$ cat src/rtl/wdt_pkg.sv
package wdt_pkg;
  localparam int DATA_W     = 32;
  localparam int WORD_CTRL  = 0;
  localparam int WORD_LOAD  = 1;
  localparam int WORD_CAUSE = 2;
  localparam int WORD_SCR0  = 3;
  localparam int BIT_TRIG   = 31;
  localparam int BIT_EN     = 30;
  localparam int BIT_PSE_HI = 26;
  localparam int BIT_PSE_LO = 24;
  localparam int CAUSE_W    = 2;
  localparam logic [CAUSE_W-1:0] CAUSE_TIMER  = 2'b01;
  localparam logic [CAUSE_W-1:0] CAUSE_FORCED = 2'b10;
endpackage

$ cat src/rtl/wdt_prescaler.sv
module wdt_prescaler #(
  parameter int TICK_W = 9
) (
  input  logic              clk,
  input  logic              rst,
  input  logic              ref_stb,
  input  logic              tick_en,
  input  logic [TICK_W-1:0] cycles,
  output logic              tick,
  output logic [TICK_W-1:0] remain,
  output logic              running
);
  localparam logic [TICK_W-1:0] ONE = TICK_W'(1);

  assign tick = running && ref_stb && (remain <= ONE);

  always_ff @(posedge clk) begin
    if (rst) begin
      remain  <= '0;
      running <= 1'b0;
    end else begin
      running <= tick_en;
      if (!tick_en)
        remain <= cycles;
      else if (running && ref_stb)
        remain <= (remain <= ONE) ? cycles : remain - ONE;
    end
  end
endmodule

$ cat src/rtl/wdt_countdown.sv
module wdt_countdown #(
  parameter int CNT_W = 24
) (
  input  logic             clk,
  input  logic             rst,
  input  logic             tick,
  input  logic             run_ok,
  input  logic             load_we,
  input  logic [CNT_W-1:0] load_val,
  input  logic             force_clr,
  output logic [CNT_W-1:0] cnt,
  output logic             expire
);
  localparam logic [CNT_W-1:0] ONE = CNT_W'(1);
  localparam logic [CNT_W-1:0] TWO = CNT_W'(2);

  logic step;
  assign step   = tick && run_ok && !load_we && !force_clr;
  assign expire = step && (cnt <= ONE);

  always_ff @(posedge clk) begin
    if (rst)
      cnt <= '0;
    else if (force_clr)
      cnt <= '0;
    else if (load_we)
      cnt <= load_val;
    else if (step)
      cnt <= expire ? '0 : cnt - TWO;
  end
endmodule

$ cat src/rtl/wdt_regs.sv
module wdt_regs
  import wdt_pkg::*;
#(
  parameter int ADDR_W = 8,
  parameter int CNT_W  = 24,
  parameter int TICK_W = 9,
  parameter int NSCR   = 8
) (
  input  logic                clk,
  input  logic                rst,
  input  logic                psel,
  input  logic                penable,
  input  logic                pwrite,
  input  logic [ADDR_W-1:0]   paddr,
  input  logic [DATA_W-1:0]   pwdata,
  output logic [DATA_W-1:0]   prdata,
  input  logic [CNT_W-1:0]    cnt,
  input  logic                expire,
  input  logic [TICK_W-1:0]   ps_remain,
  input  logic                ps_running,
  output logic                ctrl_en,
  output logic [2:0]          pause_q,
  output logic                load_we,
  output logic [CNT_W-1:0]    load_val,
  output logic                force_wr,
  output logic                tick_en,
  output logic [TICK_W-1:0]   tick_cycles,
  output logic [CAUSE_W-1:0]  cause_q,
  output logic                req_q
);
  localparam int IDX_W  = ADDR_W - 2;
  localparam int SCR_IW = (NSCR > 1) ? $clog2(NSCR) : 1;
  localparam logic [IDX_W-1:0] I_CTRL  = IDX_W'(WORD_CTRL);
  localparam logic [IDX_W-1:0] I_LOAD  = IDX_W'(WORD_LOAD);
  localparam logic [IDX_W-1:0] I_CAUSE = IDX_W'(WORD_CAUSE);
  localparam logic [IDX_W-1:0] I_SCR0  = IDX_W'(WORD_SCR0);
  localparam logic [IDX_W-1:0] I_TICK  = IDX_W'(WORD_SCR0 + NSCR);

  logic [IDX_W-1:0]  word;
  logic              wr_acc, ctrl_wr, tick_wr, scr_hit;
  logic [SCR_IW-1:0] scr_sel;
  logic [DATA_W-1:0] scr [NSCR];
  logic [DATA_W-1:0] rd_next;
  logic [1:0]        unused_lsb;

  assign unused_lsb = paddr[1:0];
  assign word     = paddr[ADDR_W-1:2];
  assign wr_acc   = psel && penable && pwrite;
  assign ctrl_wr  = wr_acc && (word == I_CTRL);
  assign tick_wr  = wr_acc && (word == I_TICK);
  assign load_we  = wr_acc && (word == I_LOAD);
  assign load_val = pwdata[CNT_W-1:0];
  assign force_wr = ctrl_wr && pwdata[BIT_TRIG];
  assign scr_hit  = (word >= I_SCR0) && (word < I_TICK);
  assign scr_sel  = SCR_IW'(word - I_SCR0);

  // control, cause and request
  always_ff @(posedge clk) begin
    if (rst) begin
      ctrl_en <= 1'b0;
      pause_q <= 3'b111;
      cause_q <= '0;
      req_q   <= 1'b0;
    end else begin
      req_q <= expire || force_wr;
      if (ctrl_wr)
        pause_q <= pwdata[BIT_PSE_HI:BIT_PSE_LO];
      if (expire || force_wr)
        ctrl_en <= 1'b0;
      else if (ctrl_wr)
        ctrl_en <= pwdata[BIT_EN];
      if (force_wr)
        cause_q <= CAUSE_FORCED;
      else if (expire)
        cause_q <= CAUSE_TIMER;
    end
  end

  // prescaler control
  always_ff @(posedge clk) begin
    if (rst) begin
      tick_en     <= 1'b1;
      tick_cycles <= '0;
    end else if (tick_wr) begin
      tick_en     <= pwdata[TICK_W];
      tick_cycles <= pwdata[TICK_W-1:0];
    end
  end

  // scratch words: power-on reset only
  for (genvar g = 0; g < NSCR; g++) begin : g_scr
    always_ff @(posedge clk) begin
      if (rst)
        scr[g] <= '0;
      else if (wr_acc && scr_hit && (scr_sel == SCR_IW'(g)))
        scr[g] <= pwdata;
    end
  end

  always_comb begin
    rd_next = '0;
    if (word == I_CTRL)
      rd_next = {1'b0, ctrl_en, 3'b000, pause_q, 24'(cnt)};
    else if (word == I_CAUSE)
      rd_next = DATA_W'(cause_q);
    else if (scr_hit)
      rd_next = scr[scr_sel];
    else if (word == I_TICK)
      rd_next = DATA_W'({ps_remain, ps_running, tick_en, tick_cycles});
  end

  // read data captured in the setup phase, valid in the access phase
  always_ff @(posedge clk) begin
    if (rst)
      prdata <= '0;
    else if (psel && !penable && !pwrite)
      prdata <= rd_next;
  end
endmodule

$ cat src/rtl/wdt_apb.sv
module wdt_apb
  import wdt_pkg::*;
#(
  parameter int ADDR_W = 8,
  parameter int CNT_W  = 24,
  parameter int TICK_W = 9,
  parameter int NSCR   = 8
) (
  input  logic              clk,
  input  logic              rst,
  input  logic              ref_stb,
  input  logic [1:0]        dbg_halt,
  input  logic              jtag_busy,
  input  logic              psel,
  input  logic              penable,
  input  logic              pwrite,
  input  logic [ADDR_W-1:0] paddr,
  input  logic [31:0]       pwdata,
  output logic [31:0]       prdata,
  output logic              pready,
  output logic              pslverr,
  output logic              wdt_rst_req
);
  logic [CNT_W-1:0]   cnt_q, load_val;
  logic               expire, tick, ps_running, tick_en;
  logic [TICK_W-1:0]  ps_remain, tick_cycles;
  logic               ctrl_en, load_we, force_wr, paused;
  logic [2:0]         pause_q;
  logic [CAUSE_W-1:0] cause_q;

  assign pready  = 1'b1;
  assign pslverr = 1'b0;
  assign paused  = |(pause_q & {dbg_halt[1], dbg_halt[0], jtag_busy});

  wdt_prescaler #(.TICK_W(TICK_W)) u_pre (
    .clk(clk), .rst(rst), .ref_stb(ref_stb), .tick_en(tick_en),
    .cycles(tick_cycles), .tick(tick), .remain(ps_remain), .running(ps_running)
  );

  wdt_countdown #(.CNT_W(CNT_W)) u_cnt (
    .clk(clk), .rst(rst), .tick(tick), .run_ok(ctrl_en && !paused),
    .load_we(load_we), .load_val(load_val), .force_clr(force_wr),
    .cnt(cnt_q), .expire(expire)
  );

  wdt_regs #(.ADDR_W(ADDR_W), .CNT_W(CNT_W), .TICK_W(TICK_W), .NSCR(NSCR)) u_regs (
    .clk(clk), .rst(rst), .psel(psel), .penable(penable), .pwrite(pwrite),
    .paddr(paddr), .pwdata(pwdata), .prdata(prdata), .cnt(cnt_q),
    .expire(expire), .ps_remain(ps_remain), .ps_running(ps_running),
    .ctrl_en(ctrl_en), .pause_q(pause_q), .load_we(load_we),
    .load_val(load_val), .force_wr(force_wr), .tick_en(tick_en),
    .tick_cycles(tick_cycles), .cause_q(cause_q), .req_q(wdt_rst_req)
  );
endmodule

$ cat config.mk
export PLATFORM = sky130hd
export DESIGN_NAME = wdt_apb
export DESIGN_NICKNAME = d
export VERILOG_FILES = /design/src/rtl/wdt_pkg.sv /design/src/rtl/wdt_prescaler.sv /design/src/rtl/wdt_countdown.sv /design/src/rtl/wdt_regs.sv /design/src/rtl/wdt_apb.sv
export SDC_FILE = /design/constraint.sdc
export NUM_CORES = 1
export LEC_CHECK = 0
export BUFFER_PORTS_ARGS = -buffer_cell sky130_fd_sc_hd__buf_2
export CELL_PAD_IN_SITES_DETAIL_PLACEMENT = 1
export CELL_PAD_IN_SITES_GLOBAL_PLACEMENT = 2
export CORE_MARGIN = 2
export CORE_UTILIZATION = 28
export DETAILED_ROUTE_END_ITERATION = 8
export PLACE_DENSITY_LB_ADDON = 0.25
export SLEW_MARGIN = 20
export SYNTH_ARGS = -nofsm -noshare
export SYNTH_HDL_FRONTEND = slang
export SYNTH_SLANG_ARGS = --single-unit
export TNS_END_PERCENT = 10
$ cat constraint.sdc
create_clock -name clk -period 5.9 [get_ports clk]
set_input_delay 0.59 -clock clk [delete_from_list [all_inputs] [get_ports clk]]
set_output_delay 0.59 -clock clk [all_outputs]
set_load 0.03 [all_outputs]
# After elaboration in Yosys (flattened, before gate mapping)
# Memories as Yosys holds them, arrays and structs flattened.
# Index checks and enable logic that the tools add are counted.
# word_totals
ramBits	256
in_bits	49
wordCells	123
n_memories	1
output_inout_bits	35
ff_bits	83
# mem_list
name	depth	width	read_ports	rd_clocked_by_memory_dff	write_ports	line	source
u_regs.scr	8	32	1	0	8	wdt_regs.sv:42	logic [DATA_W-1:0] scr [NSCR];
# op_classes
n_reduce_logical	38
eq_ne	11
n_mux	46
addsub	3
bitwise	9
order_cmp	4
# ops
cell	n
$mux W32	11
$mux W24	3
$mux W9	3
$mux W1	26
$logic_and A1 B1 Y1	25
$le A24 B1 Y1 const B	1
$sub A24 B2 Y24 const B	1
$mux W20	1
$eq A3 B3 Y1 const B	4
$le A9 B1 Y1 const B	1
$sub A9 B1 Y9 const B	1
$or A1 B1 Y1	8
$eq A3 B2 Y1 const B	2
$eq A6 B1 Y1 const B	1
$eq A6 B2 Y1 const B	1
$eq A6 B4 Y1 const B	1
$ge A6 B2 Y1 const B	1
$logic_not A6 Y1	1
$lt A6 B4 Y1 const B	1
$logic_not A1 Y1	5
$mux W2	2
$reduce_bool A2 Y1	2
$reduce_or A2 Y1	2
$and A3 B3 Y3	1
6 further kinds	6

# Logic depth before layout (Yosys ltp)
# Gate-level depths: netlist of run 1.
# logic_depth
ltp_word	11
mapped_depth	12
ltp_nobuf	8

# By module
# Synthesis of run 1 repeated with hierarchy kept, for this count alone.
# unflattened
hier_cells	1278
hier_area_um2	16176.8
# modules_own_cells
module	n_inst	cells_per_inst	area_per_inst_um2	seq_area_each_um2
wdt_regs	1	1010	13984.7	8668.3
wdt_countdown	1	169	1396.3	480.5
wdt_prescaler	1	92	755.7	200.2
wdt_apb	1	7	40.0	0.0

# Worst setup path before layout of run 1
# OpenSTA, ideal clock, no wires.
# synth_path
path_kind	input port to flip-flop
start	input port paddr[2]
end	memory u_regs.scr[1][0], enable pin
arrival_ps	2702
path_slack_ps	2809
setup_time_ps	389
cell_stages	9
path_cell_list	buf_2 -> buf_2 -> inv_1 -> ha_1 -> clkbuf_1 -> clkbuf_1 -> clkbuf_1 -> nand2_1 -> nand2_1
# synth_rtl
element	line	source
start: declaration	wdt_apb.sv:17	input logic [ADDR_W-1:0] paddr,
end: declaration	wdt_regs.sv:42	

# Final worst setup path of run 1
# layout_path
start	input port paddr[2]
end	register u_regs.prdata[15]
# layout_via
elab_chain_len	5
word_cells_on_any_way	12
classes_between	add/sub (1); order compare (2); eq/ne (2); mux (4); reduce/logical (2); memory (1)
# layout_rtl
element	line	source
$sub A3 B2 Y3 (tied with other cells)	wdt_regs.sv:55	assign scr_sel = SCR_IW'(word - I_SCR0);
$mem_v2 Z8 W32 (tied with other cells)	--	
$mux W32	wdt_regs.sv:106	else if (scr_hit)
$mux W32	wdt_regs.sv:104	else if (word == I_CAUSE)
$mux W32 *	wdt_regs.sv:102	if (word == I_CTRL)
end signal: assignment	wdt_regs.sv:117	prdata <= rd_next;
end: declaration	wdt_regs.sv:16	output logic [DATA_W-1:0] prdata,
# Mark *: on every way between the ends. The rest lies on a longest branch, timed or not.
# A chain may end at the register's enable or synchronous reset.

==> results of run 1 <==
[layout make-up]
cell class	instances	area (µm²)
fill	6092	38000
antenna	2	5.00
clock buffer	59	1140
timing repair buffer	106	608
multi-input combinational	813	6040
clock inverter	12	53.8
inverter	13	48.8
tap	756	946
sequential	339	9350
[metrics by stage]
step	util (%)	hold WS [ns]
2_1_floorplan	-	0.436
3_3_place_gp	30.2	0.473
3_5_place_dp	30.2	0.476
4_1_cts	32.4	0.340
5_1_grt	32.4	0.371
6_report	32.4	0.382
[report_power, final]
group | internal (W) | total (W) | switching [W]
Combinational | 0.000235 | 0.000676 | 0.000441
Clock | 0.00133 | 0.00231 | 0.000973
Sequential | 0.00267 | 0.00273 | 0.0000588
[final timing paths]
path	slack, ns	depth (start not counted)	to	startpoint
max	2.64	9	u_regs.prdata[15]	paddr[2]
min	0.38	3	u_regs.tick_cycles[8]	pwdata[8]
max reg2reg	3.05	7	u_cnt.cnt[7]	u_cnt.cnt[10]
min reg2reg	0.48	2	u_cnt.cnt[23]	u_cnt.cnt[23]
[layer usage]
metal | track usage, % | wire length (µm)
met1 | 26.1 | 25300
met2 | 31.3 | 26500
met3 | 3.21 | 2380
met4 | 4.10 | 849
met5 | 0 | 21
[worst max-delay path, stage by stage]
cell      delay, ns
buf_4          0.20
inv_1          0.18
ha_4           0.48
buf_4          0.51
o21ai_0        0.14
nand2b_1       0.70
buf_4          0.42
a21oi_1        0.17
o221a_2        0.26
[sequential cells by signal, summed over array words and instances, names as in the netlist]
| name | count |
|---|---|
| u_regs.tick_en | 1 |
| u_regs.ctrl_en | 1 |
| u_regs.cause_q | 2 |
| u_pre.remain | 9 |
| u_regs.tick_cycles | 9 |
| u_regs.pause_q | 3 |
| u_regs.prdata | 32 |
| u_cnt.cnt | 24 |
| u_regs.scr | 256 |
| u_pre.running | 1 |
| u_regs.req_q | 1 |
[placed cells by master, fill, tap and decap left out, types with 7 or more instances in the layout]
cell / n
inv_1: 13
clkbuf_1: 13
nand3_1: 27
dfxtp_1: 83
o21ai_0: 40
a31oi_1: 8
nor2_1: 45
nor3_1: 13
clkbuf_16: 41
nand2_1: 117
and3_1: 268
mux4_2: 64
a22oi_1: 10
a21oi_1: 69
edfxtp_1: 256
mux2i_1: 12
o221a_2: 19
nand4_1: 9
clkinv_1: 7
buf_4: 26
buf_2: 78
nand2_2: 7
a221o_1: 20
o211ai_1: 9
[kinds of logic after synthesis]
logic type                 synth area share [%]
muxes                                      9.86
buffers and inverters                      3.45
and+or+nand+nor                            18.2
adders and majority gates                 0.632
AOI/OAI and AO/OA                          8.61
DFF                                        59.0
other                                    0.0474
xor gates and xnor gates                  0.111
==> out/results.ini, run 1 <==
[run_status]
outcome = finished, final reports clean

[clocking]
cts_buffers = 39
clk_latency_ns = 0.56
cts_sinks = 339
cts_buffer_depth = 3
tritoncts = built
htreeDepth = 2
root_buffer = clkbuf_16
cts_resized = 0
postCtsHoldBufs = 0
path_clk_slew_ns = 0.06
post_cts_buffers = 0

[sta]
final_hold_viol_count = 0
drv_slew = 0
final.setup.worst_slack_ns = 2.64
tns_ns = 0
max_slew.worst_pin.slew_ns = 1.03
slew_headroom_pct = 31.1
period_minus_slack_ns = 3.26
fin_skew_ns = 0.0254
fmax_mhz = 307
setup_violations = 0
rsz0062_at_grt = no
fin_crit_sh_pct = 55.2

[cells_and_area]
drive_above_1_share_pct = 20.3
fin_cells = 2100
fin_nets = 1369
syn2layout_area_growth_pct = 14.9
final_area_um2 = 18200

[floorplan]
die_x_um = 242
num_rows = 87
start_util_pct = 28.2
die_area_um2 = 58500
io_pins = 84
core_area_um2 = 56200
die_h_um = 242

[placement]
place_ws_ns = 2.05
place_congestion = 0.815
hpwl_um = 32500
dp.cells = 2027
io_buffers = 79
placed_cell_area_um2 = 17000

[synth]
ys_warn_count = 0
synthDistinctLibCells = 58
synth.top_cells.by_count = 268 x and3_1, 256 x edfxtp_1, 125 x nand2_1
yosys-top-cells-area = edfxtp_1 49%, and3_1 11%, dfxtp_1 10%
synthCells = 1284
synthArstFlopShare_pct = 0
yosys.area.top_type = edfxtp_1
yosysSeqAreaShare_pct = 59.0
synth.most_common_cell = and3_1
synth_area_per_cell_um2 = 12.3
syn-cell-area_um2 = 15800
syn-num-nets = 1341
synth_top_cell_area_share_pct = 48.5
synth_edf_count = 256
ys_ff_latch = 339
yosys_most_used_dff = edfxtp_1

[worst_setup_path]
cp-end-kind = flip-flop
path_class = input pin to flip-flop
cp_max_fo = 39
startpoint_type = input pin
worstPathArrival_ns = 3.70
crit_required_ns = 6.34

[global_routing]
track_usage_pct = 18.9
gr-total-overflow = 0
grt_max_degree = 129
grt_pass1_vias = 11677
grt_first_pass_wirelength_um = 82200
antenna_found_initial = 4

[flow_run]
drv_cap = 0

[drt]
drc = 0
wire_per_inst_um = 26.2
routed_wl_um = 55000
via_count = 11160
ant_nets = 0
viasPerCell = 5.31
drt_iter0_markers = 793
dr.pass1.iters = 5

[power]
irDropWorstVdd_v = 0.000160
powerDensity_nw_per_um2 = 314
finalPower_w = 0.00572
leakage_nw = 7.23

[worst_hold_path]
hold_class = input pin to flip-flop

Note: power is estimated with default switching activity, not from simulation.
==> inputs of run 2 (changes only) <==
Clock period 5.9 ns to 3 ns, I/O delays scaled along.
==> out/results.ini, run 2 (same netlist as run 1, synthesis figures left out) <==
[run_status]
outcome = finished, final reports clean

[sta]
drv_slew = 0
final_hold_viol_count = 0
rsz0062_at_grt = no
slew_headroom_pct = 50.7
final.setup.worst_slack_ns = 0.524
setup_violations = 0
period_minus_slack_ns = 2.48
tns_ns = 0
max_slew.worst_pin.slew_ns = 0.733
whs_ns = 0.111
fin_skew_ns = 0.0172
fmax_mhz = 404
fin_crit_sh_pct = 82.5

[power]
powerDensity_nw_per_um2 = 613
leakage_nw = 7.42
combPwrFrac_pct = 12.3
p_switching_w = 0.00295
irDropWorstVdd_v = 0.000331
p_seq_share_pct = 47.2
intPower_w = 0.00841
p_sw_share_pct = 26.0
p_clk_share_pct = 40.5

[drt]
viasPerCell = 5.26
wire_per_inst_um = 25.2
drt_iter0_markers = 625
ant_nets = 0
routed_wl_um = 53400
dr.pass1.iters = 5
drc = 0
via_count = 11172

[global_routing]
antenna_found_initial = 5
track_usage_pct = 18.2
grt_max_degree = 129
grt_use_met3_pct = 2.65
met1_usage_pct = 25.2
grt_pass1_vias = 11793
gr-usage-met2_pct = 29.5
grt_first_pass_wirelength_um = 80000
gr-max-usage-layer = met2
gr-total-overflow = 0

[worst_setup_path]
reg2regPathDepth = 6
worstPathArrival_ns = 2.91
cp_num_buf_inv = 0
cpLargestDelayFamily = simple AND/OR/NAND/NOR gates
r2r-start = u_pre.remain[3]
crit_required_ns = 3.44
cpPeakStageDelay_ns = 0.60
critical_path.slowest_cell = or4_4
r2r_slack_ns = 0.52
cp_max_fo = 10
path_cells = or4_4, nor3_4, and3_1, o41a_1, a21oi_1, a31o_2
startpoint_type = flip-flop
crit-reg2reg-capture = u_cnt.cnt[8]
cp-end-kind = flip-flop
path_class = flip-flop to flip-flop

[clocking]
htreeDepth = 2
root_buffer = clkbuf_16
cts_resized = 0
path_clk_slew_ns = 0.06
cts_buffer_depth = 3
post_cts_buffers = 0
cts_buffers = 40
cts_sinks = 339
tritoncts = built
postCtsHoldBufs = 0
clk_latency_ns = 0.55

[floorplan]
start_util_pct = 28.2
core_area_um2 = 56200
die_h_um = 242
die_x_um = 242
io_pins = 84
die_area_um2 = 58500
num_rows = 87

[placement]
placed_cell_area_um2 = 17300
hpwl_um = 33100
place_ws_ns = 0.397
io_buffers = 79
place_congestion = 0.824

[worst_hold_path]
whs_path_depth = 3
worstHoldStart = pwdata[4]
hold_class = input pin to flip-flop
whs_endpoint = u_cnt.cnt[4]

[cells_and_area]
fillerInstances = 6035
drive_above_1_share_pct = 21.4
final_area_um2 = 18600
syn2layout_area_growth_pct = 17.2
final_common_cell = and3_1
largest_registers = u_regs.scr (256), u_regs.prdata (32), u_cnt.cnt (24)
fin_nets = 1393
regMostFlops = u_regs.scr
layout_common_cells = 268 x and3_1, 256 x edfxtp_1, 117 x nand2_1
largest_reg_flops = 256

[flow_run]
drv_cap = 0

run 2: cell count changes in the layout (fill, tap and decap cells not counted), moves of 2 or more:
cell,before,now
ha_4,3,1
clkbuf_8,5,2
buf_6,2,0
ha_2,1,3
inv_6,0,2
buf_12,0,17
buf_4,26,34
run 2: how the worst max path moves through the flow:
stage / from / depth (start not counted) / endpoint / slack, ns
after floorplan: paddr[2] / 9 / u_regs.scr[1][0] / 0.20
after global placement: paddr[2] / 8 / u_regs.scr[7][2] / 0.45
after detailed placement: paddr[3] / 8 / u_regs.scr[1][7] / 0.40
after CTS: u_pre.remain[3] / 6 / u_cnt.cnt[8] / 0.51
after global routing: u_pre.remain[3] / 6 / u_cnt.cnt[8] / 0.44
final: u_pre.remain[3] / 6 / u_cnt.cnt[8] / 0.52
run 2: power groups by stage:
stage | registers [W] | clock network, W | logic (W)
after detailed placement | 0.00546 | 0 | 0.00142
after floorplan | 0.00546 | 0 | 0.000818
after global placement | 0.00545 | 0 | 0.00140
after CTS | 0.00537 | 0.00474 | 0.00142
final | 0.00536 | 0.00461 | 0.00140
after global routing | 0.00539 | 0.00490 | 0.00153
run 2: stage by stage:
| stage | power (W) | cells | util [%] |
|---|---|---|---|
| 2_1_floorplan | 0.00627 | 1284 | - |
| 3_3_place_gp | 0.00686 | 2050 | 30.9 |
| 3_5_place_dp | 0.00688 | 2050 | 30.9 |
| 4_1_cts | 0.0115 | 2122 | 33.0 |
| 5_1_grt | 0.0118 | 2122 | 33.0 |
| 6_report | 0.0114 | 2123 | 33.0 |
run 2: worst reg2reg max path, cell delays in order (launching register included):
cell     delay [ns]
dfxtp_1        0.38
or4_4          0.60
nor3_4         0.32
and3_1         0.55
o41a_1         0.24
a21oi_1        0.06
a31o_2         0.21
run 2: area by class of cell:
| cell class | count | area [µm²] | share of cell area, % |
|---|---|---|---|
| multi-input cells | 813 | 6020 | 32.4 |
| diodes | 1 | 2.50 | 0.0135 |
| flip-flops and latches | 339 | 9350 | 50.4 |
| clock buffers | 57 | 1110 | 5.96 |
| repair buffers | 129 | 986 | 5.31 |
| clock inverters | 15 | 97.6 | 0.526 |
| inverters | 13 | 48.8 | 0.263 |
| well taps | 756 | 946 | 5.10 |
run 2: layer usage:
| metal | vias up | share of wire [%] |
|---|---|---|
| met2 | 232 | 47 |
| li1 | 5048 | - |
| met5 | - | 0.013 |
| met3 | 77 | 4.3 |
| met4 | 2 | 2.5 |
| met1 | 5813 | 46 |
